## config.mk

```make
export PLATFORM = sky130hd
export DESIGN_NAME = ds_serializer
export DESIGN_NICKNAME = d
export VERILOG_FILES = /design/src/rtl/ds_pkg.sv /design/src/rtl/ds_bit_timer.sv /design/src/rtl/ds_word_shifter.sv /design/src/rtl/ds_line_coder.sv /design/src/rtl/ds_serializer.sv
export SDC_FILE = /design/constraint.sdc
export NUM_CORES = 1
export LEC_CHECK = 0
export ABC_AREA = 0
export CAP_MARGIN = 25
export CORE_AREA = 5 5 62 105
export DETAILED_ROUTE_END_ITERATION = 16
export DIE_AREA = 0 0 67 110
export HOLD_SLACK_MARGIN = 0.03
export MAX_ROUTING_LAYER = met4
export PLACE_DENSITY_LB_ADDON = 0.12
export REMOVE_ABC_BUFFERS = 1
export SLEW_MARGIN = 40
export SYNTH_ARGS = -nofsm -noshare
export SYNTH_HDL_FRONTEND = slang
export SYNTH_SLANG_ARGS = --single-unit
```

## constraint.sdc

```tcl
create_clock -name clk -period 2.8 [get_ports clk]
set_clock_uncertainty 0.1 [all_clocks]
set_input_delay 0.84 -clock clk [delete_from_list [all_inputs] [get_ports clk]]
set_output_delay 0.84 -clock clk [all_outputs]
set_load 0.005 [all_outputs]
```

## src/rtl/ds_pkg.sv

```systemverilog
package ds_pkg;
  // one bit handed from the shifter to the line coder
  typedef struct packed {
    logic stb;  // bit boundary this cycle
    logic val;  // value of the bit
  } ds_bit_t;

  function automatic logic [15:0] clamp_period(input logic [15:0] d);
    return (d < 16'd2) ? 16'd2 : d;
  endfunction
endpackage

```

## src/rtl/ds_bit_timer.sv

```systemverilog
module ds_bit_timer #(
  parameter int DIV_W = 16
) (
  input  logic             clk,
  input  logic             rst,
  input  logic [DIV_W-1:0] div_cfg,
  input  logic             run,
  output logic             tick
);
  logic [DIV_W-1:0] period_q;
  logic [DIV_W-1:0] cnt_q;

  assign tick = run && (cnt_q == period_q - DIV_W'(1));

  always_ff @(posedge clk) begin
    if (rst) begin
      period_q <= (div_cfg < DIV_W'(2)) ? DIV_W'(2) : div_cfg;
      cnt_q    <= '0;
    end else if (!run || tick) begin
      cnt_q <= '0;
    end else begin
      cnt_q <= cnt_q + DIV_W'(1);
    end
  end

  p_period_floor_r5: assert property (@(posedge clk) disable iff (rst)
    period_q >= DIV_W'(2));
  p_rate_frozen_r9: assert property (@(posedge clk) disable iff (rst)
    $stable(period_q));
  p_count_bound_r5: assert property (@(posedge clk) disable iff (rst)
    cnt_q < period_q);
endmodule

```

## src/rtl/ds_word_shifter.sv

```systemverilog
module ds_word_shifter
  import ds_pkg::*;
#(
  parameter int WORD_W = 8
) (
  input  logic              clk,
  input  logic              rst,
  input  logic [WORD_W-1:0] in_data,
  input  logic              in_valid,
  input  logic              tick,
  output logic              in_ready,
  output logic              busy,
  output ds_bit_t           bit_out
);
  localparam int CNT_W = $clog2(WORD_W + 1);

  logic [WORD_W-1:0] sh_q;
  logic [CNT_W-1:0]  left_q;
  logic              busy_q;

  assign busy        = busy_q;
  assign in_ready    = !busy_q;
  assign bit_out.stb = tick;
  assign bit_out.val = sh_q[0];

  always_ff @(posedge clk) begin
    if (rst) begin
      sh_q   <= '0;
      left_q <= '0;
      busy_q <= 1'b0;
    end else if (in_valid && !busy_q) begin
      sh_q   <= in_data;
      left_q <= CNT_W'(WORD_W);
      busy_q <= 1'b1;
    end else if (tick) begin
      sh_q   <= sh_q >> 1;
      left_q <= left_q - CNT_W'(1);
      if (left_q == CNT_W'(1)) busy_q <= 1'b0;
    end
  end

  p_accept_blocks_r6: assert property (@(posedge clk) disable iff (rst)
    (in_valid && in_ready) |=> !in_ready);
  p_tick_only_busy_r8: assert property (@(posedge clk) disable iff (rst)
    tick |-> busy_q);
  p_left_nonzero_r4: assert property (@(posedge clk) disable iff (rst)
    busy_q |-> (left_q != '0));
endmodule

```

## src/rtl/ds_line_coder.sv

```systemverilog
module ds_line_coder
  import ds_pkg::*;
(
  input  logic    clk,
  input  logic    rst,
  input  ds_bit_t bit_in,
  output logic    ds_data,
  output logic    ds_strobe
);
  always_ff @(posedge clk) begin
    if (rst) begin
      ds_data   <= 1'b0;
      ds_strobe <= 1'b0;
    end else if (bit_in.stb) begin
      ds_data <= bit_in.val;
      if (bit_in.val == ds_data) ds_strobe <= ~ds_strobe;
    end
  end

  p_data_value_r1: assert property (@(posedge clk) disable iff (rst)
    bit_in.stb |=> (ds_data == $past(bit_in.val)));
  p_xor_toggles_r3: assert property (@(posedge clk) disable iff (rst)
    bit_in.stb |=> ((ds_data ^ ds_strobe) != $past(ds_data ^ ds_strobe)));
  p_one_line_r2: assert property (@(posedge clk) disable iff (rst)
    (ds_data != $past(ds_data)) |-> (ds_strobe == $past(ds_strobe)));
  p_quiet_r8: assert property (@(posedge clk) disable iff (rst)
    !bit_in.stb |=> ($stable(ds_data) && $stable(ds_strobe)));
endmodule

```

## src/rtl/ds_serializer.sv

```systemverilog
module ds_serializer
  import ds_pkg::*;
#(
  parameter int WORD_W = 8,
  parameter int DIV_W  = 16
) (
  input  logic              clk,
  input  logic              rst,
  input  logic [DIV_W-1:0]  div_cfg,
  input  logic [WORD_W-1:0] in_data,
  input  logic              in_valid,
  output logic              in_ready,
  output logic              ds_data,
  output logic              ds_strobe
);
  logic    busy;
  logic    tick;
  ds_bit_t bit_w;

  ds_bit_timer #(.DIV_W(DIV_W)) u_timer (
    .clk(clk), .rst(rst), .div_cfg(div_cfg), .run(busy), .tick(tick)
  );

  ds_word_shifter #(.WORD_W(WORD_W)) u_shift (
    .clk(clk), .rst(rst), .in_data(in_data), .in_valid(in_valid),
    .tick(tick), .in_ready(in_ready), .busy(busy), .bit_out(bit_w)
  );

  ds_line_coder u_coder (
    .clk(clk), .rst(rst), .bit_in(bit_w),
    .ds_data(ds_data), .ds_strobe(ds_strobe)
  );

  p_reset_low_r7: assert property (@(posedge clk)
    $past(rst) |-> (!ds_data && !ds_strobe && in_ready));
endmodule

```

## After elaboration in Yosys (flattened, before gate mapping)

Cells that the tools add are included.

- Register bits after elaboration: 47
- Input port bits: 27
- Output and inout bits: 3

- $add $sub $neg: 3
- Magnitude comparators: 1
- Equal/unequal tests: 3
- Mux-type cells: 7
- Bitwise logic cells: 1
- Reductions and logical operators: 10

Operators with widths:

| cell | number |
|---|---|
| $add A16 B1 Y16 const B | 1 |
| $eq A16 B16 Y1 | 1 |
| $lt A16 B2 Y1 const B | 1 |
| $mux W8 | 2 |
| $sub A16 B1 Y16 const B | 1 |
| $mux W4 | 2 |
| $eq A4 B1 Y1 const B | 1 |
| $reduce_and A2 Y1 | 2 |
| $reduce_bool A2 Y1 | 2 |
| $reduce_or A2 Y1 | 2 |
| $sub A4 B1 Y4 const B | 1 |
| $mux W1 | 3 |
| $logic_and A1 B1 Y1 | 2 |
| $eq A1 B1 Y1 | 1 |
| $logic_not A1 Y1 | 1 |
| $logic_or A1 B1 Y1 | 1 |
| $not A1 Y1 | 1 |

## Logic depth before layout (Yosys ltp)

- Depth in word-level cells: 5
- Mapped depth: 11

## Modules after synthesis

From an unflattened synthesis, not the netlist that was laid out.

- Cell total of the unflattened synthesis: 251
- Area total of the unflattened synthesis: 2591.2 sq um

By module, submodules not included:

| module | instances | cells each | area each (sq um) | sequential area each (sq um) |
|---|---|---|---|---|
| ds_bit_timer | 1 | 179 | 1834.3 | 800.8 |
| ds_word_shifter | 1 | 63 | 670.6 | 260.2 |
| ds_line_coder | 1 | 9 | 86.3 | 40.0 |

## Least setup slack after synthesis

No wires, ideal clock.

- Kind: reg2reg
- From: reg u_timer.period_q[0]
- To: reg u_coder.ds_strobe
- Arrival time: 2.709 ns
- Required time: 2.630 ns
- Slack: -0.079 ns
- Cell stages (with the launch flop): 11
- Buffers on the path: 1
- Cell sequence: edfxtp_1 > inv_1 > ha_1 > or3b_1 > clkbuf_1 > xnor2_1 > a2bb2oi_1 > a2111oi_2 > nand4b_1 > or4_1 > a21oi_1

- Longest elaborated chain between the ends: 4

Ends and longest elaborated chain:

| element | line | source |
|---|---|---|
| start: declaration | ds_bit_timer.sv:10 | `logic [DIV_W-1:0] period_q;` |
| start signal: assignment | ds_bit_timer.sv:17 | `period_q <= (div_cfg < DIV_W'(2)) ? DIV_W'(2) : div_cfg;` |
| $sub A16 B1 Y16 | ds_bit_timer.sv:13 | `assign tick = run && (cnt_q == period_q - DIV_W'(1));` |
| $eq A16 B16 Y1 | ds_bit_timer.sv:13 |  |
| $logic_and A1 B1 Y1 | ds_bit_timer.sv:13 |  |
| $reduce_and A2 Y1 (no source line) | -- |  |
| end signal: assignment | ds_line_coder.sv:16 | `if (bit_in.val == ds_data) ds_strobe <= ~ds_strobe;` |
| end: declaration | ds_line_coder.sv:8 | `output logic ds_strobe` |

Every way passes these cells.
A chain may end at the register's enable or synchronous reset.

## Worst setup path after layout

- From: reg u_timer.period_q[0]
- To: reg u_shift.left_q[3]

- Longest elaborated chain between the ends: 4

Ends and longest elaborated chain:

| element | line | source |
|---|---|---|
| $sub A16 B1 Y16 | ds_bit_timer.sv:13 |  |
| $eq A16 B16 Y1 | ds_bit_timer.sv:13 |  |
| $logic_and A1 B1 Y1 | ds_bit_timer.sv:13 |  |
| $reduce_bool A2 Y1 (no source line) | -- |  |
| end signal: assignment | ds_word_shifter.sv:33 | `left_q <= CNT_W'(WORD_W);` |
| end signal: assignment | ds_word_shifter.sv:37 | `left_q <= left_q - CNT_W'(1);` |
| end: declaration | ds_word_shifter.sv:18 | `logic [CNT_W-1:0] left_q;` |

Every way passes these cells.

==> results.json <==
{
  "cts_buffers": 5,
  "setup_violations": 2,
  "grt_pass1_vias": 2545,
  "hold_class": "reg2reg",
  "min_period_ps": 2830,
  "comb_power_share": 0.179,
  "routed_wirelength_mm": 7.01,
  "htreeDepth": 2,
  "vias": 2484,
  "fin_setup_tns_ps": -41.1,
  "power_frac_seq": 0.496,
  "final_layout_size_suffix_gt1_frac": 0.240,
  "ys_ff_latch": 47,
  "die_y_um": 110,
  "finalCritPeriodShare": 1.01,
  "async_flop_share": 0,
  "run_status": "finished with violations",
  "clkSinkCount": 47,
  "path_common_cell": "buf_4",
  "p_total_mw": 1.54,
  "crit_path_start_kind": "flop",
  "num_rows": 36,
  "crit_buf_inv": 4,
  "p_int_mw": 1.15,
  "crit_path_end_kind": "flop",
  "crit_family": "simple AND/OR/NAND/NOR gates",
  "clkLatencyLatePin_ps": 310,
  "io_pins": 30,
  "drv_cap": 0,
  "synthCells": 313,
  "postCtsHoldBufs": 0,
  "switching_share": 0.254,
  "tightest_slew_ps": 479,
  "ir_worst_vdd_mv": 0.433,
  "synth_area_um2": 2740,
  "cts_root_buffer": "clkbuf_8",
  "drc": 0,
  "initial_utilization": 0.495,
  "cts_tree": "built",
  "synth_cell_types": 53,
  "routabilityCongestion": 0.889,
  "ys_warn_count": 0,
  "viasPerCell": 5.61,
  "dieArea_um2": 7370,
  "powerDensity_nw_per_um2": 420,
  "failed_checks": "negative setup slack",
  "path_class": "reg2reg",
  "crit_path_top_delay_cell": "edfxtp_1",
  "hold_violations": 0,
  "drtIter0Drc": 140,
  "wl_per_cell_um": 15.8,
  "clkPwrFrac": 0.325,
  "synth_top_area_share": 0.226,
  "grt_overflow": 0,
  "yosys-top-cells-count": "31 x dfxtp_1, 28 x nor2_1, 26 x clkbuf_1",
  "cp_cell_sequence": "inv_1, ha_2, buf_4, nor3b_2, buf_4, a32oi_1, a41oi_2, or3b_4, nor4_4, buf_4, nand3_1, a2111oi_2",
  "cts_buffer_depth": 2,
  "rsz0062_at_grt": "yes",
  "drt_first_pass_iters": 4,
  "critPathMaxStageDelay_ps": 430,
  "ys_seq_area_frac": 0.402,
  "fmax_mhz": 353,
  "grt_start_max_net_pins": 17,
  "synth_ff_type": "dfxtp_1",
  "cts.clk_slew.worst_paths_ps": 90,
  "nNetsFinal": 397,
  "antennaDiodeCount": 0,
  "synth_area_leaders": "dfxtp_1 23%, edfxtp_1 18%, xnor2_1 5.4%, xor2_1 4.8%, nor2_1 3.8%",
  "setup_ws_ps": -34.9,
  "p_sw_mw": 0.392,
  "core_area_um2": 5540,
  "syn_area_per_cell_um2": 8.76,
  "path_max_fanout": 4,
  "synth.most_common_cell": "dfxtp_1",
  "synth_edf_count": 16,
  "hpwlAfterDp_mm": 5.48,
  "p_leak_nw": 1.28,
  "io_buffers": 29,
  "max_slew_margin": 0.678,
  "required_ps": 2910,
  "ant_nets": 0,
  "n_fill_cell": 464,
  "drv_slew": 0,
  "grt_pass1_wl_mm": 11.7,
  "antenna_found_initial": 0,
  "area_growth_pct": 33.6,
  "die_w_um": 67,
  "worstPathArrival_ps": 2950,
  "yosys.area.top_type": "dfxtp_1",
  "track_usage": 0.216
}
-- power groups by stage --
stage	Sequential (mW)	Clock [mW]	Combinational, mW
2_1_floorplan	0.781	0	0.105
3_3_place_gp	0.778	0	0.242
3_5_place_dp	0.779	0	0.244
4_1_cts	0.764	0.512	0.260
5_1_grt	0.770	0.543	0.298
6_report	0.764	0.500	0.276
-- layout make-up --
class                           count  area [um2]  area share
Clock buffer                        6        72.6      0.0198
Inverter                           10        37.5      0.0102
Timing Repair Buffer               77         678       0.185
Clock inverter                      2        37.5      0.0102
Multi-Input combinational cell    225        1640       0.448
Sequential cell                    47        1100       0.301
Tap cell                           76        95.1      0.0260
-- tightest hold or removal path, cell delays in order (launching register included) --
cell	delay, ps
dfxtp_1	320
nand3_1	60
a31oi_1	70
-- what timing repair did --
action / in CTS / in global routing
setup buffers: 4 / 1
gates resized for setup: 14 / 23
pin swaps: 12 / 9
setup endpoints to repair: 30 / 31
cloned: 0 / 0
-- worst paths after layout --
path                                          start                end  slack, ps  cells past startpoint
worst min-delay path                u_shift.sh_q[7]    u_shift.sh_q[6]        400                      2
worst max-delay path            u_timer.period_q[0]  u_shift.left_q[3]        -30                     12
worst min register to register      u_shift.sh_q[7]    u_shift.sh_q[6]        400                      2
worst max register to register  u_timer.period_q[0]  u_shift.left_q[3]        -30                     12
-- layout by cell type, fill, tap and decap left out, drive strengths merged, types with 3 or more instances in the layout --
master,count
buf,48
dfxtp,31
clkdlybuf4s50,29
nor2,28
nand2,24
xnor2,17
edfxtp,16
nand3,16
xor2,15
a31oi,11
a21oi,11
inv,10
nor4,10
o211ai,9
nand4,8
o21ai,8
clkbuf,6
or3,5
or4,5
nor3,5
nand2b,4
and3,4
nand4b,4
ha,4
nand3b,3
nor2b,3
nor3b,3
o31ai,3
-- state kept, by name, indices dropped and copies added, names as in the netlist --
register and flops:
u_timer.cnt_q 16, u_timer.period_q 16, u_shift.sh_q 8, u_shift.left_q 4, u_coder.ds_data 1, u_coder.ds_strobe 1
u_shift.busy 1
-- through the flow --
| step | setup slack [ps] | hold slack [ps] | cell area (um2) | utilization | cells |
|---|---|---|---|---|---|
| 2_1_floorplan | -269 | 348 | 2620 | - | 282 |
| 3_3_place_gp | -144 | 377 | 3340 | 0.602 | 430 |
| 3_5_place_dp | -133 | 382 | 3340 | 0.602 | 430 |
| 4_1_cts | 3.96 | 398 | 3550 | 0.641 | 442 |
| 5_1_grt | -222 | 415 | 3660 | 0.661 | 443 |
| 6_report | -34.9 | 396 | 3660 | 0.661 | 443 |
-- cell families after synthesis --
kind of cell,after synthesis,synth area share
adder cells (fa/ha/maj),4,0.0183
flip-flops,47,0.402
buffers and inverters,41,0.0598
AND/OR/NAND/NOR,131,0.269
AO/OA/AOI/OAI,57,0.145
XOR/XNOR,32,0.102
multiplexers,1,0.00365
-- metal layers --
metal	wire, um	share of wire	track usage
met5	0	0	-
met4	348	0.050	0.119
met3	224	0.032	0.0345
met2	3940	0.56	0.403
met1	2500	0.36	0.204
(Power assumes the default switching activity.)
